### src/rtl/cbal_pkg.sv
package cbal_pkg;
  typedef enum logic [1:0] {
    MODE_IDLE = 2'd0,
    MODE_CHG  = 2'd1,
    MODE_DIS  = 2'd2
  } mode_e;
endpackage

### src/rtl/cbal_mode.sv
module cbal_mode
  import cbal_pkg::*;
#(
  parameter int IW     = 16,
  parameter int ON_MA  = 100,
  parameter int OFF_MA = 50
) (
  input  logic                 clk,
  input  logic                 rst,
  input  logic                 upd,
  input  logic signed [IW-1:0] cur,
  output mode_e                mode_n,
  output mode_e                mode_q
);
  logic signed [31:0] c;
  logic go_chg, go_dis;

  always_comb begin
    c      = 32'(cur);
    go_chg = (c >= ON_MA);
    go_dis = (c <= -ON_MA);
    case (mode_q)
      MODE_CHG: mode_n = (c >= OFF_MA) ? MODE_CHG : (go_dis ? MODE_DIS : MODE_IDLE);
      MODE_DIS: mode_n = (c <= -OFF_MA) ? MODE_DIS : (go_chg ? MODE_CHG : MODE_IDLE);
      default:  mode_n = go_chg ? MODE_CHG : (go_dis ? MODE_DIS : MODE_IDLE);
    endcase
  end

  always_ff @(posedge clk) begin
    if (rst)      mode_q <= MODE_IDLE;
    else if (upd) mode_q <= mode_n;
  end
endmodule

### src/rtl/cbal_auto.sv
module cbal_auto #(
  parameter int N      = 4,
  parameter int VW     = 13,
  parameter int ON_MV  = 50,
  parameter int OFF_MV = 25
) (
  input  logic          clk,
  input  logic          rst,
  input  logic          upd,
  input  logic          allow,
  input  logic [N*VW-1:0] volts,
  output logic [N-1:0]  auto_n,
  output logic [N-1:0]  auto_q
);
  logic [VW-1:0] vmin;

  always_comb begin
    vmin = volts[VW-1:0];
    for (int i = 1; i < N; i++)
      if (volts[i*VW +: VW] < vmin) vmin = volts[i*VW +: VW];
  end

  for (genvar g = 0; g < N; g++) begin : g_cell
    logic [VW-1:0] excess;
    logic [31:0]   thr;
    always_comb begin
      excess    = volts[g*VW +: VW] - vmin;
      thr       = auto_q[g] ? 32'(OFF_MV) : 32'(ON_MV);
      auto_n[g] = allow && (32'(excess) >= thr);
    end
  end

  always_ff @(posedge clk) begin
    if (rst)      auto_q <= '0;
    else if (upd) auto_q <= auto_n;
  end
endmodule

### src/rtl/cbal_thermal.sv
module cbal_thermal #(
  parameter int N    = 4,
  parameter int TW   = 8,
  parameter int HYST = 5
) (
  input  logic          clk,
  input  logic          rst,
  input  logic          upd,
  input  logic [N*TW-1:0] temps,
  input  logic [TW-1:0] limit,
  output logic          ot_n,
  output logic          ot_q
);
  logic hot, cool;

  always_comb begin
    hot  = 1'b0;
    cool = 1'b1;
    for (int i = 0; i < N; i++) begin
      if (temps[i*TW +: TW] >= limit) hot = 1'b1;
      if (32'(temps[i*TW +: TW]) + HYST > 32'(limit)) cool = 1'b0;
    end
    ot_n = ot_q ? !cool : hot;
  end

  always_ff @(posedge clk) begin
    if (rst)      ot_q <= 1'b0;
    else if (upd) ot_q <= ot_n;
  end
endmodule

### src/rtl/cell_balance_ctrl.sv
module cell_balance_ctrl
  import cbal_pkg::*;
#(
  parameter int NCELL = 4,
  parameter int VW    = 13,
  parameter int IW    = 16,
  parameter int TW    = 8,
  parameter int DW    = 16,
  localparam int CW   = (NCELL > 1) ? $clog2(NCELL) : 1
) (
  input  logic                  clk,
  input  logic                  rst,
  input  logic                  smp_vld,
  input  logic [NCELL*VW-1:0]   cell_mv,
  input  logic signed [IW-1:0]  pack_ma,
  input  logic [NCELL*TW-1:0]   cell_deg,
  input  logic [VW-1:0]         lim_full,
  input  logic [VW-1:0]         lim_empty,
  input  logic [TW-1:0]         lim_temp,
  input  logic                  man_go,
  input  logic [CW-1:0]         man_sel,
  input  logic [DW-1:0]         man_cycles,
  output logic [NCELL-1:0]      bleed_en,
  output logic                  st_charge,
  output logic                  st_discharge,
  output logic                  st_active,
  output logic                  done,
  output logic                  under_volt,
  output logic                  over_temp
);
  mode_e            mode_n, mode_q;
  logic             ot_n, ot_q;
  logic [NCELL-1:0] auto_n, auto_q;
  logic [DW-1:0]    man_cnt;
  logic [CW-1:0]    man_idx;
  logic [NCELL-1:0] man_mask, bleed_n;
  logic             all_full, any_low;

  cbal_mode #(.IW(IW)) u_mode (
    .clk(clk), .rst(rst), .upd(smp_vld), .cur(pack_ma),
    .mode_n(mode_n), .mode_q(mode_q)
  );

  cbal_thermal #(.N(NCELL), .TW(TW)) u_therm (
    .clk(clk), .rst(rst), .upd(smp_vld), .temps(cell_deg), .limit(lim_temp),
    .ot_n(ot_n), .ot_q(ot_q)
  );

  cbal_auto #(.N(NCELL), .VW(VW)) u_auto (
    .clk(clk), .rst(rst), .upd(smp_vld),
    .allow((mode_n == MODE_CHG) && !ot_n),
    .volts(cell_mv), .auto_n(auto_n), .auto_q(auto_q)
  );

  always_comb begin
    all_full = 1'b1;
    any_low  = 1'b0;
    for (int i = 0; i < NCELL; i++) begin
      if (cell_mv[i*VW +: VW] < lim_full)   all_full = 1'b0;
      if (cell_mv[i*VW +: VW] <= lim_empty) any_low  = 1'b1;
    end
    man_mask = '0;
    if (man_cnt != '0) man_mask[man_idx] = 1'b1;
    bleed_n = ot_q ? '0 : (auto_q | man_mask);
  end

  always_ff @(posedge clk) begin
    if (rst) begin
      man_cnt <= '0;
      man_idx <= '0;
    end else if (man_go) begin
      man_cnt <= man_cycles;
      man_idx <= man_sel;
    end else if (man_cnt != '0) begin
      man_cnt <= man_cnt - 1'b1;
    end
  end

  always_ff @(posedge clk) begin
    if (rst) begin
      done       <= 1'b0;
      under_volt <= 1'b0;
      bleed_en   <= '0;
      st_active  <= 1'b0;
    end else begin
      bleed_en  <= bleed_n;
      st_active <= |bleed_n;
      if (smp_vld) begin
        done       <= all_full && (auto_n == '0);
        under_volt <= (mode_n == MODE_DIS) && any_low;
      end
    end
  end

  assign st_charge    = (mode_q == MODE_CHG);
  assign st_discharge = (mode_q == MODE_DIS);
  assign over_temp    = ot_q;
endmodule

### config.mk
export PLATFORM = sky130hd
export DESIGN_NAME = cell_balance_ctrl
export DESIGN_NICKNAME = d
export VERILOG_FILES = /design/src/rtl/cbal_pkg.sv /design/src/rtl/cbal_mode.sv /design/src/rtl/cbal_auto.sv /design/src/rtl/cbal_thermal.sv /design/src/rtl/cell_balance_ctrl.sv
export SDC_FILE = /design/constraint.sdc
export NUM_CORES = 1
export LEC_CHECK = 0
export ABC_AREA = 0
export BUFFER_PORTS_ARGS = -buffer_cell sky130_fd_sc_hd__buf_2
export CORE_MARGIN = 8
export CORE_UTILIZATION = 48
export DETAILED_ROUTE_END_ITERATION = 8
export HOLD_SLACK_MARGIN = 0.12
export PLACE_DENSITY = 0.7
export SETUP_SLACK_MARGIN = 0.3
export SKIP_CTS_REPAIR_TIMING = 1
export SYNTH_ARGS = -nofsm -noshare
export SYNTH_HDL_FRONTEND = slang
export SYNTH_HIERARCHICAL = 1
export SYNTH_SLANG_ARGS = --single-unit
### constraint.sdc
create_clock -name clk -period 20.5 [get_ports clk]
set_input_delay 4.1 -clock clk [delete_from_list [all_inputs] [get_ports clk]]
set_output_delay 4.1 -clock clk [all_outputs]
set_load 0.01 [all_outputs]
# Word level (Yosys, flattened, before mapping)
# Cells that the tools add are included.
[word_totals] regBits=32 inputBits=156 output_inout_bits=10 elab_cells=102
[classes] n_addsub=9 order_cmp=29 eq_ne=4 mux=36 n_bitwise=1 n_reduce_logical=14
[op_table] op="13-bit by 32-bit >= comparator with 1-bit output" n=4
[op_table] op="32-bit by 8-bit > comparator with 1-bit output" n=4
[op_table] op="13-bit < comparator" n=7
[op_table] op="13-bit less-or-equal comparator" n=4
[op_table] op="13-bit subtractor" n=4
[op_table] op="13-bit two-way mux" n=3
[op_table] op="8-bit by 3-bit adder with 9-bit output, second input constant" n=4
[op_table] op="8-bit >= comparator" n=4
[op_table] op="16-bit two-way mux" n=2
[op_table] op="6-bit two-way mux" n=4
[op_table] op="1-bit two-way mux" n=19
[op_table] op="16-bit by 7-bit >= comparator with 1-bit output, second input constant" n=1
[op_table] op="16-bit by 8-bit >= comparator with 1-bit output, second input constant" n=1
[op_table] op="16-bit by 7-bit less-or-equal comparator with 1-bit output, second input constant" n=1
[op_table] op="16-bit by 8-bit less-or-equal comparator with 1-bit output, second input constant" n=1
[op_table] op="16-bit nonzero test" n=1
[op_table] op="16-bit by 1-bit subtractor with 16-bit output, second input constant" n=1
[op_table] op="1-bit logical AND" n=8
[op_table] op="2-bit two-way mux" n=4
[op_table] op="4-bit two-way mux" n=2
[op_table] op="2-bit by 1-bit == test with 1-bit output, second input constant" n=2
[op_table] op="2-bit == test, second input constant" n=2
[op_table] op="4-bit logical NOT" n=1
[op_table] op="4-bit OR" n=1
[op_table] op="other kinds (7)" n=8

# Depth between registers and ports, before layout
# Gate-level depths: netlist of run 1.
[depth] word_depth=13 ltp_mapped=59 ltp_nobuf=51

# By module
# Netlist of run 1, hierarchy kept.
[by_module_without_submodules] mod="cbal_auto" n_inst=1 cells_each=835 area_each_um2=5492.8 seq_area_each_um2=80.1
[by_module_without_submodules] mod="cell_balance_ctrl" n_inst=1 cells_each=418 area_each_um2=3464.6 seq_area_each_um2=500.5
[by_module_without_submodules] mod="cbal_thermal" n_inst=1 cells_each=232 area_each_um2=1858.0 seq_area_each_um2=20.0
[by_module_without_submodules] mod="cbal_mode" n_inst=1 cells_each=34 area_each_um2=245.2 seq_area_each_um2=40.0

# Least setup slack after synthesis of run 1
# No wires, ideal clock.
[synth_path] path_type="input -> register" startpoint="input port cell_mv[3]" endpoint="register done" setup_ns=0.092 t_arrival_ns=14.947 required_time_ns=20.408 slack_ns=5.460 stages=56 path_buffers=8 cell_sequence="clkbuf_1 -> inv_1 -> ha_1 -> o21ai_1 -> a2111oi_2 -> and2_1 -> buf_4 -> nor2_4 -> clkbuf_1 -> nor2_1 -> a21oi_1 -> ha_1 -> and3_1 -> and3_1 -> nand3_1 -> a211oi_1 -> nor2_1 -> o31ai_1 -> [... 20 more ...] -> a2111oi_0 -> a311oi_1 -> o22ai_1 -> a222oi_1 -> nor2_1 -> xnor2_1 -> ha_1 -> o21ai_0 -> nor3_1 -> or4_1 -> a221o_1 -> a211oi_2 -> a21oi_1 -> or4b_2 -> nor3_1 -> o2111ai_1 -> o2bb2ai_1 -> o32ai_1"
[synth_via] elab_chain_len=11 elab_cells_between_ends=25 classes_between="add/sub: 4; order compare: 8; mux: 7; reduce/logical: 6"
[synth_lines] element="start, declared" line="cell_balance_ctrl.sv:14" source="input logic [NCELL*VW-1:0] cell_mv,"
[synth_lines] element="13-bit < comparator" line="cbal_auto.sv:20" source="if (volts[i*VW +: VW] < vmin) vmin = volts[i*VW +: VW];"
[synth_lines] element="13-bit two-way mux" line="cbal_auto.sv:20"
[synth_lines] element="13-bit < comparator" line="cbal_auto.sv:20"
[synth_lines] element="13-bit two-way mux" line="cbal_auto.sv:20"
[synth_lines] element="13-bit < comparator" line="cbal_auto.sv:20"
[synth_lines] element="13-bit two-way mux" line="cbal_auto.sv:20"
[synth_lines] element="13-bit subtractor (*)" line="cbal_auto.sv:27" source="excess = volts[g*VW +: VW] - vmin;"
[synth_lines] element="13-bit by 32-bit >= comparator with 1-bit output (*)" line="cbal_auto.sv:29" source="auto_n[g] = allow && (32'(excess) >= thr);"
[synth_lines] element="1-bit logical AND (*)" line="cbal_auto.sv:29"
[synth_lines] element="named net auto_n[0]" line="cell_balance_ctrl.sv:33" source="logic [NCELL-1:0] auto_n, auto_q;"
[synth_lines] element="4-bit logical NOT (*)" line="cell_balance_ctrl.sv:89" source="done <= all_full && (auto_n == '0);"
[synth_lines] element="1-bit logical AND (*)" line="cell_balance_ctrl.sv:89"
[synth_lines] element="end signal, assigned" line="cell_balance_ctrl.sv:89"
[synth_lines] element="end, declared" line="cell_balance_ctrl.sv:27" source="output logic done,"
# The timed path passes the listed nets; every way through them passes the cells marked *.
# A chain may end at the register's enable or synchronous reset.

# Final worst setup path of run 1
[layout_path] startpoint="input port cell_mv[4]" endpoint="register done"
# Same word-level chain as after synthesis.

==> impl_metrics.toml, run 1 <==
[global_routing]
grtUsageTotal = 0.2669
grt_pass1_vias = 11820
antenna_found_initial = 2
grt_max_degree = 39
grt_remaining_overflow = 0
grt_pass1_wl_mm = 62.20

[logic_synthesis]
synth_area_per_cell_um2 = 7.282
yosysUniqueCellTypes = 101
synth_flop_cell = "dfxtp_1"
synthCells = 1519
seq_area_frac_synth = 0.05792
syn_nets = 1909
synth_edf_count = 0
ys_warn_count = 6
synth_area_um2 = 11060
ys_ff_latch = 32
async_flop_share = 0

[timing]
maxSlewHeadroom = 0.3036
fin_crit_ps = 15860
tns_ps = 0
grt_setup_unrepaired = "false"
fin_skew_ps = 7.607
slew_viol_final = 0
final_hold_viol_count = 0
fin_hold_ws_ps = 502.7
clock.fmax_mhz = 63.05
setup-violations-final = 0
min_period_over_period = 0.7737
tightest_slew_ps = 1045

[cells_and_area]
final_cell_mix = "ha_1, buf_2, nor2_1, a21oi_1, nand2_1"
area_growth_syn_to_layout_pct = 10.95
instances_no_fill = 1941
final_common_cell = "ha_1"
final_core_util = 0.5420
drive_gt1_frac = 0.1347
antennaDiodeCount = 0
nets = 2045

[die]
io_pins = 166
die_area_um2 = 28160
die_h_um = 167.8
start_util = 0.4885
coreArea_um2 = 22640
die_w_um = 167.8
placementRows = 55

[critical_path]
crit_arrival_ps = 16030
critPathKind = "primary input to register"
worst_setup_path_end_kind = "register"
critical_path_required_ps = 20670
crit_path_top_delay_cell = "a21o_1"
startpoint_type = "primary input"
path_max_fanout = 28
cp_slowest_stage_delay_ps = 830
crit_path_frequent_cell = "ha_1"
rrSetupSlack_ps = 16040

[place]
gp_congestion = 0.9585
placedCellCount = 1933
hpwl_mm = 32.26
io_buffers = 165

[clocking]
numCtsBuffers = 5
clockBufferDepth = 2
cts_tree = "yes"
root_buffer = "clkbuf_16"
worstSkewPairLatency_ps = 280
cts_max_level = 2
path_clk_slew_ps = 60
cts_sinks = 32

[drt]
drt_first_pass_iters = 5
via_per_inst = 6.404
drt_iter0_markers = 846
drc = 0
num_vias = 12430
post_drt_wl_per_cell_um = 20.28
postRouteAntennaNets = 0
wl_mm = 39.36

[run]
drv_cap = 0

[pwr]
power.total_uw = 875.7
p_per_area_nw_per_um2 = 71.36
peakVddDrop_uv = 55.35
p_leak_nw = 5.778

[run_status]
status = "complete, no violations"

[hold_path]
hold_path.class = "register to register"
==> synthesized netlist by cell type (7+ instances only) <==
library cell	n	area share
ha_1	234	0.26
nor2_1	139	0.047
a21oi_1	135	0.061
nand2_1	121	0.041
inv_1	108	0.037
o21ai_0	82	0.037
xnor2_1	57	0.045
nand3_1	45	0.020
a21o_1	32	0.022
dfxtp_1	32	0.058
nor3_1	31	0.014
a211oi_1	29	0.020
clkbuf_1	29	0.0098
nand4_1	27	0.015
a31oi_1	24	0.014
mux2i_1	21	0.019
o211ai_1	20	0.014
nor2b_1	15	0.0085
nand2b_1	14	0.0079
xor2_1	14	0.011
o31ai_1	13	0.0088
nor4_1	12	0.0068
o2111ai_1	12	0.0095
o22ai_1	12	0.0068
and3_1	11	0.0062
a221oi_1	10	0.0079
o21ai_1	10	0.0045
a2111oi_0	8	0.0063
a22oi_1	8	0.0054
and2_1	8	0.0045
maj3_1	8	0.0072
o211a_1	8	0.0072
or4_1	8	0.0054
a21boi_0	7	0.0048
a221o_1	7	0.0063
nand3b_1	7	0.0048
or2_2	7	0.0040
==> kinds of logic (layout without fill, tap and decap cells) <==
logic type | after synthesis | count (layout) | share of synthesized area
buf+inv | 155 | 292 | 0.05498
flops | 32 | 32 | 0.05792
xor+xnor | 73 | 73 | 0.06075
mux | 26 | 26 | 0.02477
compound gates | 508 | 508 | 0.3141
simple gates | 482 | 482 | 0.2145
fa+ha+maj | 243 | 243 | 0.2730
==> sequential cells by signal, summed over array words and instances, names as in the netlist <==
signal,count
u_auto/auto_q,4
u_mode/mode_q,2
bleed_en,4
done,1
man_idx,2
u_therm/ot_q,1
man_cnt,16
under_volt,1
st_active,1
==> per-layer routing <==
layer	part of all wire	wire length [µm]	vias to the layer above	GRT usage
li1	-	-	6059	-
met1	0.43	16740	5691	0.3337
met2	0.45	17570	585	0.4422
met3	0.087	3440	92	0.05402
met4	0.040	1575	4	0.1060
met5	0.00058	23	-	0
==> critical path, delay by kind of cell <==
family / cells / cell delay (ps)
xor gates and xnor gates: 1 / 150
buffers and inverters: 4 / 570
adders and majority gates: 6 / 1950
and+or+nand+nor: 15 / 3420
AOI/OAI and AO/OA: 21 / 5810
==> worst paths after layout <==
kind	start	cells past startpoint	to
hold reg to reg	man_cnt[15]$_SDFFE_PP0P_	2	man_cnt[15]$_SDFFE_PP0P_
setup reg to reg	u_auto/auto_q[0]$_SDFFE_PP0P_	13	done$_SDFFE_PP0P_
setup / recovery	cell_mv[4]	47	done$_SDFFE_PP0P_
hold / removal	man_cnt[15]$_SDFFE_PP0P_	2	man_cnt[15]$_SDFFE_PP0P_
==> layout make-up <==
class                           instances  area, µm²
Clock buffer                            5      125.1
Clock inverter                          3      42.54
Fill cell                            2220      10370
Inverter                              113      424.2
Multi-Input combinational cell       1332       9812
Sequential cell                        32      640.6
Tap cell                              285      356.6
Timing Repair Buffer                  171      870.8
==> where the power goes <==
part           total (mW)  internal, mW  leakage [nW]  switching (mW)
clock network      0.0852        0.0570        0.0798          0.0282
registers          0.0718        0.0669         0.264         0.00493
logic               0.719         0.279          5.43           0.440
==> through the flow <==
step,instance area [µm²],setup slack [ps]
after floorplan,11060,5460
after global placement,12100,4995
after detailed placement,12100,4659
after CTS,12270,4884
after global routing,12270,3691
final,12270,4639
(Power assumes the default switching activity.)
==> inputs of run 2 (changes only) <==
Settings changed: ABC_AREA 0 to 1, PLACE_DENSITY 0.7 to 0.73.
Clock period 20.5 ns to 14.2 ns, I/O delays scaled along.
==> impl_metrics.toml, run 2 <==
[pwr]
power.total_mw = 1.129
p_leak_nw = 7.697
p_per_area_nw_per_um2 = 89.44
peakVddDrop_uv = 67.23

[cells_and_area]
drive_gt1_frac = 0.1090
largest_register_ffs = 16
final_cell_mix = "nand2_1, inv_1, ha_1, nor2_1, nand3_1"
instances_no_fill = 2475
area_growth_syn_to_layout_pct = 11.33
reg.largest.list = "man_cnt x16, bleed_en x4, u_auto/auto_q x4"
antennaDiodeCount = 0
final_common_cell = "nand2_1"
final_core_util = 0.5410
nets = 2545
final_area_um2 = 12620
filler_cell_count = 2497
top_register = "man_cnt"

[global_routing]
antenna_found_initial = 0
grt_remaining_overflow = 0
grt_pass1_vias = 12430
grt_max_degree = 35
grt_pass1_wl_mm = 58.71
grtUsageTotal = 0.2450

[drt]
postRouteAntennaNets = 0
via_per_inst = 5.257
top_layer_used = "met4"
drt_iter0_markers = 865
drc = 0
drt-met1-wl_mm = 15.56
wl_mm = 36.25
wl_met3_mm = 2.507
dr_wl_met2_mm = 16.84
drt_first_pass_iters = 6
post_drt_wl_per_cell_um = 14.64
num_vias = 13010

[timing]
setup-violations-final = 0
layout_setup_ws_ps = 3643
grt_setup_unrepaired = "false"
final_hold_viol_count = 0
tns_ps = 0
fin_skew_ps = 2.798
slew_viol_final = 0
tightest_slew_ps = 861.8
maxSlewHeadroom = 0.4194
fin_crit_ps = 10560
clock.fmax_mhz = 94.72
fin_hold_ws_ps = 470.8
min_period_over_period = 0.7435

[logic_synthesis]
synth_area_um2 = 11340
synth_top_area_frac = 0.2582
synthXorXnorAreaFrac = 0.03708
synth_fa_ha_area_frac = 0.2582
synth_flop_cell = "dfxtp_1"
yosysUniqueCellTypes = 45
yosysMostFrequentCell = "nand2_1"
async_flop_share = 0
synthTopCellsByCount = "nand2_1, inv_1, ha_1"
seq_area_frac_synth = 0.05650
synthMuxAreaShare = 0.0008828
synth_top_family_by_area = "simple AND/OR/NAND/NOR gates"
ys_warn_count = 6
synthCells = 1997
ys_ff_latch = 32
synth_area_per_cell_um2 = 5.678
synth_simple_gate_area_frac = 0.4107
synth_top_area_cell = "ha_1"
syn_nets = 2387
synth_compound_area_frac = 0.1175
synth_edf_count = 0
netlist_top_cells_area = "ha_1, nand2_1, inv_1"

[place]
gp_congestion = 0.9651
pre_cts_ws_ps = 3479
placedCellCount = 2467
hpwl_mm = 31.36
dpl_cell_area_um2 = 12440
io_buffers = 165

[die]
io_pins = 166
die_h_um = 169.7
coreArea_um2 = 23330
placementRows = 56
die_w_um = 169.7
start_util = 0.4860
die_area_um2 = 28800

[critical_path]
cp_num_buf_inv = 8
worstSetupPathDepth = 49
rrSetupSlack_ps = 11570
path_max_fanout = 34
crit_start = "cell_mv[12]"
endpoint = "done$_SDFFE_PP0P_"
critical_path_required_ps = 14400
startpoint_type = "primary input"
critPathKind = "primary input to register"
reg2reg_depth = 18
crit_family = "simple AND/OR/NAND/NOR gates"
r2r_end = "done$_SDFFE_PP0P_"
crit_path_top_delay_cell = "o21ai_0"
cp_slowest_stage_delay_ps = 640
crit_arrival_ps = 10760
worst_setup_path_end_kind = "register"
regToRegStartpoint = "u_auto/auto_q[0]$_SDFFE_PP0P_"
crit_path_frequent_cell = "nand2_1"

[hold_path]
holdPathStages = 2
hold_path.class = "register to register"
hold_path_startpoint = "man_cnt[0]$_SDFFE_PP0P_"

[clocking]
cts_tree = "yes"
cts_max_level = 2
clockBufferDepth = 2
cts_sinks = 32
path_clk_slew_ps = 50
worstSkewPairLatency_ps = 270
numCtsBuffers = 5
root_buffer = "clkbuf_16"

[run_status]
status = "complete, no violations"

[run]
drv_cap = 0
==> run 2: how the worst min path moves through the flow <==
stage,endpoint,slack (ps)
3_5_place_dp,man_cnt[0]$_SDFFE_PP0P_,460
2_1_floorplan,man_cnt[0]$_SDFFE_PP0P_,440
3_3_place_gp,man_cnt[0]$_SDFFE_PP0P_,450
5_1_grt,man_cnt[0]$_SDFFE_PP0P_,490
6_report,man_cnt[0]$_SDFFE_PP0P_,470
4_1_cts,man_cnt[0]$_SDFFE_PP0P_,470
==> run 2: cells by family (layout without fill, tap and decap cells) <==
family	count (synthesis)	in the layout
buffers and inverters	341	500
AOI/OAI and AO/OA	234	234
DFF	32	32
and+or+nand+nor	1107	1107
muxes	1	1
adders and majority gates	234	234
xor gates and xnor gates	48	48
==> run 2: final cells by class <==
type / instances / area [µm²] / share of cell area
Clock inverter: 1 / 30.03 / 0.002379
Inverter: 327 / 1227 / 0.09723
Tap cell: 319 / 399.1 / 0.03162
Multi-Input combinational cell: 1624 / 9348 / 0.7405
Sequential cell: 32 / 640.6 / 0.05075
Timing Repair Buffer: 165 / 825.8 / 0.06542
Clock buffer: 7 / 152.6 / 0.01209
==> run 2: power by group <==
| group | switching [mW] | internal, mW |
|---|---|---|
| Clock | 0.0364 | 0.0922 |
| Combinational | 0.590 | 0.305 |
| Sequential | 0.00744 | 0.0973 |
| Total | 0.634 | 0.495 |
==> run 2: worst register-to-register path: stages, from the launching register on <==
cell and delay (ps):
dfxtp_1 550, ha_1 300, a21boi_0 120, nor2_1 80
o21ai_0 80, nand2_1 60, nand2_1 50, nand2_1 90
nand3_1 80, nor2_1 90, nand3_1 180, nand2_1 150
inv_1 50, nor3_1 160, nor3b_1 210, nand2_1 70
nor2_1 80, nand2_1 50, a21oi_1 100
==> run 2: layer usage <==
| layer | vias to the layer above | track usage |
|---|---|---|
| met4 | 0 | 0.09003 |
| met5 | - | 0 |
| met3 | 91 | 0.03047 |
| li1 | 6741 | - |
| met2 | 443 | 0.4360 |
| met1 | 5736 | 0.2960 |
